**src/rtl/sirq_pkg.sv**
```systemverilog
package sirq_pkg;

    // Word indices that the register port decodes.
    typedef enum logic [3:0] {
        IX_STATUS    = 4'd0,
        IX_RAW       = 4'd1,
        IX_EN_SET    = 4'd2,
        IX_EN_CLR    = 4'd3,
        IX_SWI_SET   = 4'd4,
        IX_SWI_CLR   = 4'd5,
        IX_ROUTE_SET = 4'd8,
        IX_ROUTE_CLR = 4'd9
    } sirq_idx_e;

    localparam int unsigned DEC_W = 4;

endpackage

```
**src/rtl/sirq_regs.sv**
```systemverilog
module sirq_regs
    import sirq_pkg::*;
#(
    parameter int unsigned N     = 32,
    parameter int unsigned IDX_W = 10,
    parameter logic [N-1:0] ROUTE_MASK = '0
) (
    input  logic             clk,
    input  logic             rst_n,
    input  logic             wr_en,
    input  logic [IDX_W-1:0] idx,
    input  logic [N-1:0]     wdata,
    output logic [N-1:0]     en_q,
    output logic [N-1:0]     route_q,
    output logic             swi_q
);
    logic            in_window;
    logic [N-1:0]    en_d;
    logic [N-1:0]    route_d;
    logic            swi_d;
    logic            data_nz;

    assign in_window = (idx[IDX_W-1:DEC_W] == '0);
    assign data_nz   = |wdata;

    always_comb begin
        en_d    = en_q;
        route_d = route_q;
        swi_d   = swi_q;
        if (wr_en && in_window) begin
            case (idx[DEC_W-1:0])
                IX_EN_SET:    en_d    = en_q | wdata;
                IX_EN_CLR:    en_d    = en_q & ~wdata;
                IX_SWI_SET:   if (data_nz) swi_d = 1'b1;
                IX_SWI_CLR:   if (data_nz) swi_d = 1'b0;
                IX_ROUTE_SET: route_d = route_q | (wdata & ROUTE_MASK);
                IX_ROUTE_CLR: route_d = route_q & ~wdata;
                default:      ;
            endcase
        end
    end

    always_ff @(posedge clk) begin
        if (!rst_n) begin
            en_q    <= '0;
            route_q <= '0;
            swi_q   <= 1'b0;
        end else begin
            en_q    <= en_d;
            route_q <= route_d;
            swi_q   <= swi_d;
        end
    end
endmodule

```
**src/rtl/sirq_read_port.sv**
```systemverilog
module sirq_read_port
    import sirq_pkg::*;
#(
    parameter int unsigned N     = 32,
    parameter int unsigned IDX_W = 10
) (
    input  logic             clk,
    input  logic             rst_n,
    input  logic             rd_en,
    input  logic [IDX_W-1:0] idx,
    input  logic [N-1:0]     raw,
    input  logic [N-1:0]     en,
    input  logic [N-1:0]     route,
    output logic [N-1:0]     rdata_q
);
    logic         in_window;
    logic [N-1:0] sel_val;

    assign in_window = (idx[IDX_W-1:DEC_W] == '0);

    always_comb begin
        sel_val = '0;
        if (in_window) begin
            case (idx[DEC_W-1:0])
                IX_STATUS:    sel_val = raw & en;
                IX_RAW:       sel_val = raw;
                IX_EN_SET:    sel_val = en;
                IX_SWI_SET:   sel_val = {{(N-1){1'b0}}, raw[0]};
                IX_ROUTE_SET: sel_val = route;
                default:      sel_val = '0;
            endcase
        end
    end

    always_ff @(posedge clk) begin
        if (!rst_n)     rdata_q <= '0;
        else if (rd_en) rdata_q <= sel_val;
        else            rdata_q <= '0;
    end
endmodule

```
**src/rtl/sirq_out_stage.sv**
```systemverilog
module sirq_out_stage #(
    parameter int unsigned N     = 32,
    parameter int unsigned PT_LO = 21,
    parameter int unsigned PT_HI = 30
) (
    input  logic         clk,
    input  logic         rst_n,
    input  logic [N-1:0] raw,
    input  logic [N-1:0] en,
    input  logic [N-1:0] route,
    output logic         summary_q,
    output logic [N-1:0] direct_q
);
    always_ff @(posedge clk) begin
        if (!rst_n) summary_q <= 1'b0;
        else        summary_q <= |(raw & en);
    end

    for (genvar g = 0; g < N; g++) begin : g_lane
        if (g >= PT_LO && g <= PT_HI) begin : g_routed
            always_ff @(posedge clk) begin
                if (!rst_n) direct_q[g] <= 1'b0;
                else        direct_q[g] <= raw[g] & route[g];
            end
        end else begin : g_tied
            assign direct_q[g] = 1'b0;
        end
    end
endmodule

```
**src/rtl/sec_irq_ctrl.sv**
```systemverilog
module sec_irq_ctrl #(
    parameter int unsigned N     = 32,
    parameter int unsigned IDX_W = 10,
    parameter int unsigned PT_LO = 21,
    parameter int unsigned PT_HI = 30
) (
    input  logic             clk,
    input  logic             rst_n,
    input  logic [N-1:0]     irq_in,
    input  logic             bus_sel,
    input  logic             bus_we,
    input  logic [IDX_W-1:0] bus_idx,
    input  logic [N-1:0]     bus_wdata,
    output logic [N-1:0]     bus_rdata,
    output logic             irq_summary,
    output logic [N-1:0]     irq_direct
);
    localparam logic [N-1:0] ROUTE_MASK =
        ({N{1'b1}} >> (N - 1 - PT_HI)) & ({N{1'b1}} << PT_LO);

    logic [N-1:0] en_q;
    logic [N-1:0] route_q;
    logic         swi_q;
    logic [N-1:0] raw;

    assign raw = irq_in | {{(N-1){1'b0}}, swi_q};

    sirq_regs #(.N(N), .IDX_W(IDX_W), .ROUTE_MASK(ROUTE_MASK)) i_regs (
        .clk(clk), .rst_n(rst_n), .wr_en(bus_sel & bus_we), .idx(bus_idx),
        .wdata(bus_wdata), .en_q(en_q), .route_q(route_q), .swi_q(swi_q)
    );

    sirq_read_port #(.N(N), .IDX_W(IDX_W)) i_rd (
        .clk(clk), .rst_n(rst_n), .rd_en(bus_sel & ~bus_we), .idx(bus_idx),
        .raw(raw), .en(en_q), .route(route_q), .rdata_q(bus_rdata)
    );

    sirq_out_stage #(.N(N), .PT_LO(PT_LO), .PT_HI(PT_HI)) i_out (
        .clk(clk), .rst_n(rst_n), .raw(raw), .en(en_q), .route(route_q),
        .summary_q(irq_summary), .direct_q(irq_direct)
    );
endmodule

```
**config.mk**
```make
export PLATFORM = sky130hd
export DESIGN_NAME = sec_irq_ctrl
export DESIGN_NICKNAME = d
export VERILOG_FILES = /design/src/rtl/sirq_pkg.sv /design/src/rtl/sirq_regs.sv /design/src/rtl/sirq_read_port.sv /design/src/rtl/sirq_out_stage.sv /design/src/rtl/sec_irq_ctrl.sv
export SDC_FILE = /design/constraint.sdc
export NUM_CORES = 1
export LEC_CHECK = 0
export ABC_CLOCK_PERIOD_IN_PS = 2050
export BUFFER_PORTS_ARGS = -buffer_cell sky130_fd_sc_hd__buf_2
export CAP_MARGIN = 20
export CORE_MARGIN = 2
export CORE_UTILIZATION = 46
export DETAILED_ROUTE_END_ITERATION = 12
export PLACE_DENSITY_LB_ADDON = 0.12
export SYNTH_ARGS = -nofsm -noshare
export SYNTH_HDL_FRONTEND = slang
export SYNTH_SLANG_ARGS = --single-unit
export TNS_END_PERCENT = 5
```
**constraint.sdc**
```tcl
create_clock -name clk -period 2.05 [get_ports clk]
set_input_delay 0.41 -clock clk [delete_from_list [all_inputs] [get_ports clk]]
set_output_delay 0.41 -clock clk [all_outputs]
set_load 0.05 [all_outputs]
```
==> results of run 1 <==
## cell type report
type	instances	area [um^2]
fillers	911	4160
multi-input cells	354	2230
flip-flops and latches	108	2160
repair buffers	145	863
well taps	133	166
clock buffers	12	165
clock inverters	4	70.1
inverters	1	3.75
## final timing paths
path	slack (ps)	endpoint
max	280	i_rd.rdata_q[5]
min	250	i_regs.route_q[18]
max reg2reg	570	i_out.summary_q
min reg2reg	440	i_regs.route_q[1]
## logic make-up (layout without fill, tap and decap cells)
group | after synthesis | after routing | synth area share
compound gates | 139 | 139 | 0.228
flops | 108 | 108 | 0.461
other cells | 1 | 22 | 0.000800
simple gates | 181 | 181 | 0.201
buf+inv | 62 | 162 | 0.0836
mux | 11 | 11 | 0.0235
fa+ha+maj | 1 | 1 | 0.00214
## stage by stage
stage                     power (uW)  setup slack (ps)   util  hold WS [ps]
final                           3960               283  0.577           248
after global routing            4090              97.0  0.577           250
after CTS                       3960               316  0.577           235
after detailed placement        2500             -94.6  0.553           423
after global placement          2500             -41.9  0.553           418
after floorplan                 2360              52.1      -           412
## layer usage
| layer | global-route usage | vias up | part of all wire |
|---|---|---|---|
| met2 | 0.384 | 225 | 0.46 |
| met4 | 0.0857 | 0 | 0.014 |
| met3 | 0.0393 | 16 | 0.084 |
| li1 | - | 2064 | - |
| met1 | 0.366 | 2138 | 0.44 |
| met5 | 0 | - | 0 |
## report_power, final
| group | switching, uW | internal, uW | leakage [uW] | total [uW] |
|---|---|---|---|---|
| Clock | 724 | 785 | 0.000122 | 1510 |
| Sequential | 0.316 | 2100 | 0.000869 | 2100 |
| Combinational | 257 | 102 | 0.00201 | 358 |
| Total | 981 | 2980 | 0.00300 | 3960 |
## cell usage in the layout (no fill, tap or decap)
master / n
nand3_1: 34
buf_12: 6
nor3_1: 1
nor4_2: 1
nor4b_2: 1
a21o_1: 59
a22oi_1: 15
dfxtp_1: 108
buf_4: 19
and4b_1: 1
a21oi_1: 23
nand4_1: 5
a222oi_1: 32
nand2_1: 43
nor3_2: 1
or3b_2: 1
clkinv_2: 2
nor4_1: 10
nand2b_1: 3
o31ai_1: 1
a21o_2: 4
nor3_4: 1
conb_1: 22
inv_1: 1
or3_1: 1
o21ai_0: 2
and3_1: 42
nor2_1: 32
clkbuf_8: 12
a21boi_0: 1
mux2i_1: 11
or4_4: 1
or4bb_1: 1
a2111oi_0: 1
nor2_2: 1
buf_2: 120
nor4_4: 1
o2111ai_1: 1
bufinv_16: 2
maj3_1: 1
## worst max-delay path: stages
cell and delay (ps):
buf_2 120, nor4_2 810, buf_4 400, a21o_1 160
a222oi_1 80, nor2_1 90
==> reports/metrics.cfg, run 1 <==
[grt]
grt_pass1_wl_mm = 22.0
first_global_vias = 4075
gr-total-overflow = 0
grt_use_total = 0.253
grt_start_max_net_pins = 38
antenna_found_initial = 0

[finish]
final_cell_count_no_fill = 757
num_antenna_cells = 0
finalNetCount = 697
syn2layout_area_growth_pct = 20.8
drive_gt1_frac = 0.277
fin_area_um2 = 5660

[floorplanning]
fp.dieW_um = 105
ios = 143
rows = 36
start_util = 0.477
die_h_um = 105
fp.dieArea_um2 = 11000
core_um2 = 9820

[synth]
synth.most_common_cell = dfxtp_1
ys.flop_type = dfxtp_1
ys_top_cells_by_area = dfxtp_1 (46%), a21o_1 (9.5%), a222oi_1 (6.8%), and3_1 (5.6%), buf_4 (3.8%)
netlist.area_leader.share = 0.461
synth_seq_cells = 108
ys_seq_area_frac = 0.461
synth_area_um2 = 4690
synth_edf_count = 0
syn_area_per_cell_um2 = 9.32
ys_types = 36
synth_warnings = 0
synth_commonest_cells = dfxtp_1 (108), a21o_1 (59), nand2_1 (43), and3_1 (42), nand3_1 (34)
synth_top_cell_by_area = dfxtp_1
synthArstFlopShare = 0
synth_cells = 503

[worst_setup_path]
crit_start = bus_idx[3]
worstPathArrival_ps = 2080
r2r_cells = 4
critPathKind = input pin to register
required_ps = 2360
worstSetupEndpointType = register
critPathMaxFanout = 19
crit_path_start_kind = input pin

[route]
vias = 4443
wl_per_cell_um = 18.5
routed_wl_mm = 14.0
drt_iter0_drc = 539
vias_per_cell = 5.87
drt_first_pass_iters = 6
ant_nets = 0
drcViolationCount = 0

[clock_network]
clock_latency_ps = 370
clock_sinks = 108
postCtsSetupBuffers = 0
clkSlewWorstSetupHoldPaths_ps = 100
cts_tree = built
cts_buffers = 9
cts-root-buf = clkbuf_8
cts_hold_buf = 0
clockBufferDepth = 2
ctsResizeCount = 0
cts_max_level = 3

[sta]
max_slew_margin = 0.379
hold_viol = 0
rsz0062_at_grt = false
finalCritPeriodShare = 0.862
worst_pin_slew_ps = 924
fmax_mhz = 566
setup_tns_ps = 0
layout_min_cycle_time_ps = 1770
final.setup_skew_ps = 9.16
maxSlewViolCount = 0
setup_violations = 0

[power]
p_leak_uw = 0.00300
power_density_nw_per_um2 = 700
peakVddDrop_mv = 0.341

[flow_run]
cap_violations = 0

[worst_hold_path]
hp-class = input pin to register
min_from = bus_wdata[18]
min_path_cells = 2

[placement]
place_area_um2 = 5430
port_buffers = 120
globalplace.congestion = 0.846
dp.final_hpwl_mm = 9.67
place_inst = 741

[outcome]
status = finished, final reports clean

No activity file was read; power rests on OpenSTA's default activity.
==> inputs of run 2 (changes only) <==
--- a/config.mk
+++ b/config.mk
@@ -12,6 +12,7 @@
 export CORE_UTILIZATION = 46
 export DETAILED_ROUTE_END_ITERATION = 12
 export PLACE_DENSITY_LB_ADDON = 0.12
+export RECOVER_POWER = 100
 export SYNTH_ARGS = -nofsm -noshare
 export SYNTH_HDL_FRONTEND = slang
 export SYNTH_SLANG_ARGS = --single-unit
==> run 2 against run 1 <==
  * Global-route usage unchanged
  * Highest routed layer unchanged
  * Core utilization down 0.80 points
  * Worst setup slack worse by 120 ps
==> reports/metrics.cfg, run 2 (synthesis results as in run 1) <==
[clock_network]
clockBufferDepth = 2
cts_max_level = 3
clock_latency_ps = 370
cts-root-buf = clkbuf_8
ctsResizeCount = 0
cts_hold_buf = 0
clock_sinks = 108
cts_tree = built
clkSlewWorstSetupHoldPaths_ps = 100
cts_buffers = 9
postCtsSetupBuffers = 0

[sta]
worst_pin_slew_ps = 1200
fmax_mhz = 530
setup_violations = 0
finalCritPeriodShare = 0.920
hold_slack_ps = 243
max_slew_margin = 0.199
maxSlewViolCount = 0
final.setup_skew_ps = 7.89
layout_min_cycle_time_ps = 1890
rsz0062_at_grt = false
hold_viol = 0

[floorplanning]
ios = 143
fp.dieArea_um2 = 11000
die_h_um = 105
core_um2 = 9820
fp.dieW_um = 105
rows = 36
start_util = 0.477

[power]
power_density_nw_per_um2 = 709
peakVddDrop_mv = 0.342
finalPower_uw = 3960
p_leak_uw = 0.00279

[worst_setup_path]
required_ps = 2320
worstSetupEndpointType = register
critPathMaxFanout = 34
worstPathArrival_ps = 2160
critPathKind = input pin to register
crit_path_start_kind = input pin

[route]
routed_wl_mm = 14.0
drt_iter0_drc = 582
vias_per_cell = 5.89
wl_per_cell_um = 18.5
ant_nets = 0
vias = 4457
drcViolationCount = 0
drt_first_pass_iters = 6

[grt]
first_global_vias = 4075
gr-total-overflow = 0
antenna_found_initial = 0
grt_pass1_wl_mm = 22.0
grt_use_total = 0.253
grt_start_max_net_pins = 38

[finish]
syn2layout_area_growth_pct = 19.1
drive_gt1_frac = 0.200
postLayoutCoreUtil = 0.569
final_common_cell = dfxtp_1
layout_common_cells = dfxtp_1 (108), buf_2 (76), a21o_1 (59)
num_antenna_cells = 0
final_cell_count_no_fill = 757
finalNetCount = 697

[placement]
place_inst = 741
port_buffers = 120
dp.final_hpwl_mm = 9.67
globalplace.congestion = 0.846

[flow_run]
cap_violations = 0

[outcome]
status = finished, final reports clean

[worst_hold_path]
hp-class = input pin to register

==> run 2: critical path, stage by stage <==
cell and delay [ps]:
buf_2 100, or4_1 670, nor3_2 430, buf_12 250, nand3_1 100, and3_1 190
==> run 2: power breakdown <==
group          switching [uW]  internal (uW)  leakage [uW]
Combinational             256           98.2       0.00179
Sequential              0.319           2100      0.000869
Clock                     721            785      0.000122
==> run 2: final timing paths <==
check | from | to | slack, ps | depth (start not counted)
worst min register to register | i_regs.route_q[1] | i_regs.route_q[1] | 440 | 2
worst max-delay path | bus_idx[7] | register | 160 | 6
worst max register to register | register | i_out.summary_q | 560 | 4
worst min-delay path | bus_wdata[18] | i_regs.route_q[18] | 240 | 2
==> run 2: cell type report <==
type                       instances  area, um^2
tap                              133         166
clock inverter                     4        70.1
multi-input combinational        354        2220
clock buffer                      12         165
fill                             934        4240
sequential                       108        2160
timing repair buffer             145         795
inverter                           1        3.75
==> run 2: through the flow <==
step | setup TNS (ps) | setup WS, ps | instance area (um^2)
floorplan | 0 | 52.1 | 4770
global placement | -1110 | -41.9 | 5430
detailed placement | -2230 | -94.6 | 5430
CTS | 0 | 316 | 5660
global route | 0 | 90.6 | 5580
finish | 0 | 164 | 5580
==> run 2: metal layers <==
layer | GRT usage | routed length (um) | up-vias
li1 | - | - | 2060
met1 | 0.366 | 6250 | 2136
met2 | 0.384 | 6340 | 235
met3 | 0.0393 | 1170 | 26
met4 | 0.0857 | 248 | 0
met5 | 0 | 0 | -
==> inputs of run 3 (changes only) <==
==> constraint.sdc (replaced) <==
create_clock -name clk -period 2.05 [get_ports clk]
set_input_delay 0.205 -clock clk [delete_from_list [all_inputs] [get_ports clk]]
set_output_delay 0.205 -clock clk [all_outputs]
set_load 0.05 [all_outputs]
==> run 3 against run 2 <==
  * Critical path depth unchanged
  * First-iteration DRC count down 9.5%
  * Maximum frequency grew 14%
  * Clock-buffer cell count grew 1
==> reports/metrics.cfg, run 3 (synthesis results as in run 1) <==
[outcome]
status = finished, final reports clean

[worst_setup_path]
crit_chain = buf_2 > or4_1 > nor3_1 > buf_12 > nand3_1 > and3_1
cp_slowest_cell = or4_1
crit_start = bus_idx[7]
crit_path_start_kind = input pin
critical-path-max-stage-delay_ps = 600
critPathBufInv = 2
worstPathArrival_ps = 1910
required_ps = 2310
regToRegSetupSlack_ps = 550
worstSetupEndpointType = register
path_depth = 6
r2r_end = i_out.summary_q
critPathMaxFanout = 64
r2r_cells = 4
crit_family = simple AND/OR/NAND/NOR gates
critPathKind = input pin to register

[power]
finalPower_uw = 3750
p_int_uw = 2800
p_leak_uw = 0.00271
sequentialPowerShare = 0.559
power_density_nw_per_um2 = 685
power.switching_uw = 952
netSwitchingFraction = 0.254
peakVddDrop_mv = 0.316
clkPwrFrac = 0.347
combPwrFrac = 0.093

[clock_network]
clock_sinks = 108
cts_hold_buf = 0
clkSlewWorstSetupHoldPaths_ps = 100
ctsResizeCount = 0
cts_buffers = 9
cts_max_level = 3
postCtsSetupBuffers = 0
clockBufferDepth = 2
clock_latency_ps = 370
cts-root-buf = clkbuf_8
cts_tree = built

[placement]
place_inst = 731
place_area_um2 = 5370
dp.final_hpwl_mm = 9.09
globalplace.congestion = 0.836
port_buffers = 120

[sta]
worst_pin_slew_ps = 1130
layout_min_cycle_time_ps = 1650
setup_tns_ps = 0
finalCritPeriodShare = 0.806
hold_viol = 0
maxSlewViolCount = 0
final.setup_skew_ps = 12.4
fmax_mhz = 605
max_slew_margin = 0.247
rsz0062_at_grt = false
setup_violations = 0

[grt]
gr-total-overflow = 0
antenna_found_initial = 0
grtUsageMet3 = 0.0455
grt_use_total = 0.247
first_global_vias = 4095
use_met2 = 0.378
grt_pass1_wl_mm = 21.5
busiest_layer = met2
grt_use_met1 = 0.349
grt_start_max_net_pins = 65

[flow_run]
cap_violations = 0

[route]
drt_iter0_drc = 527
drt_first_pass_iters = 5
vias = 4317
routed_wl_mm = 13.8
wl_per_cell_um = 18.4
ant_nets = 0
drcViolationCount = 0
vias_per_cell = 5.78

[finish]
layout_common_cells = dfxtp_1 (108), buf_2 (77), a21o_1 (59)
finalNetCount = 687
syn2layout_area_growth_pct = 16.7
fin_area_um2 = 5470
final_common_cell = dfxtp_1
postLayoutCoreUtil = 0.557
drive_gt1_frac = 0.182
final_cell_count_no_fill = 747
num_antenna_cells = 0

[floorplanning]
ios = 143
die_h_um = 105
fp.dieW_um = 105
core_um2 = 9820
rows = 36
fp.dieArea_um2 = 11000
start_util = 0.477

[worst_hold_path]
min_path_cells = 2
hp-class = input pin to register

## run 3: worst register-to-register path, delay by kind of cell, from the launching register on
kind	cells	cell delay (ps)
compound gates	2	430
simple gates	2	600
flops	1	350
## run 3: how the worst min path moves through the flow
stage          slack (ps)          startpoint                 end
3_5_place_dp          420  i_regs.route_q[13]  i_regs.route_q[13]
6_report               50       bus_wdata[16]  i_regs.route_q[16]
2_1_floorplan         290       bus_wdata[10]  i_regs.route_q[10]
3_3_place_gp          420  i_regs.route_q[17]  i_regs.route_q[17]
4_1_cts                30       bus_wdata[16]  i_regs.route_q[16]
5_1_grt                40        bus_wdata[2]   i_regs.route_q[2]
## run 3: cell type report
cell class              instances  area (um^2)
well taps                     133          166
clock buffers                  13          149
multi-input cells             354         2200
flip-flops and latches        108         2160
clock inverters                 3         46.3
repair buffers                135          739
fillers                       957         4350
inverters                       1         3.75
## run 3: metal layers
layer  vias to the layer above  wire length (um)
met2                       194              6280
met3                         9              1040
met1                      2073              6280
li1                       2041                 -
met5                         -                 0
met4                         0               152
## run 3: power groups by stage
stage                     clock network (uW)  logic, uW  registers [uW]
after floorplan                            0        212            2150
after global placement                     0        347            2150
after detailed placement                   0        350            2150
after CTS                               1330        351            2100
after global routing                    1400        372            2100
final                                   1300        350            2100
## run 3: through the flow
step / worst slack (ps) / hold slack (ps)
after floorplan: 257 / 292
after global placement: 131 / 419
after detailed placement: 118 / 423
after CTS: 524 / 29.0
after global routing: 331 / 36.1
final: 398 / 46.3
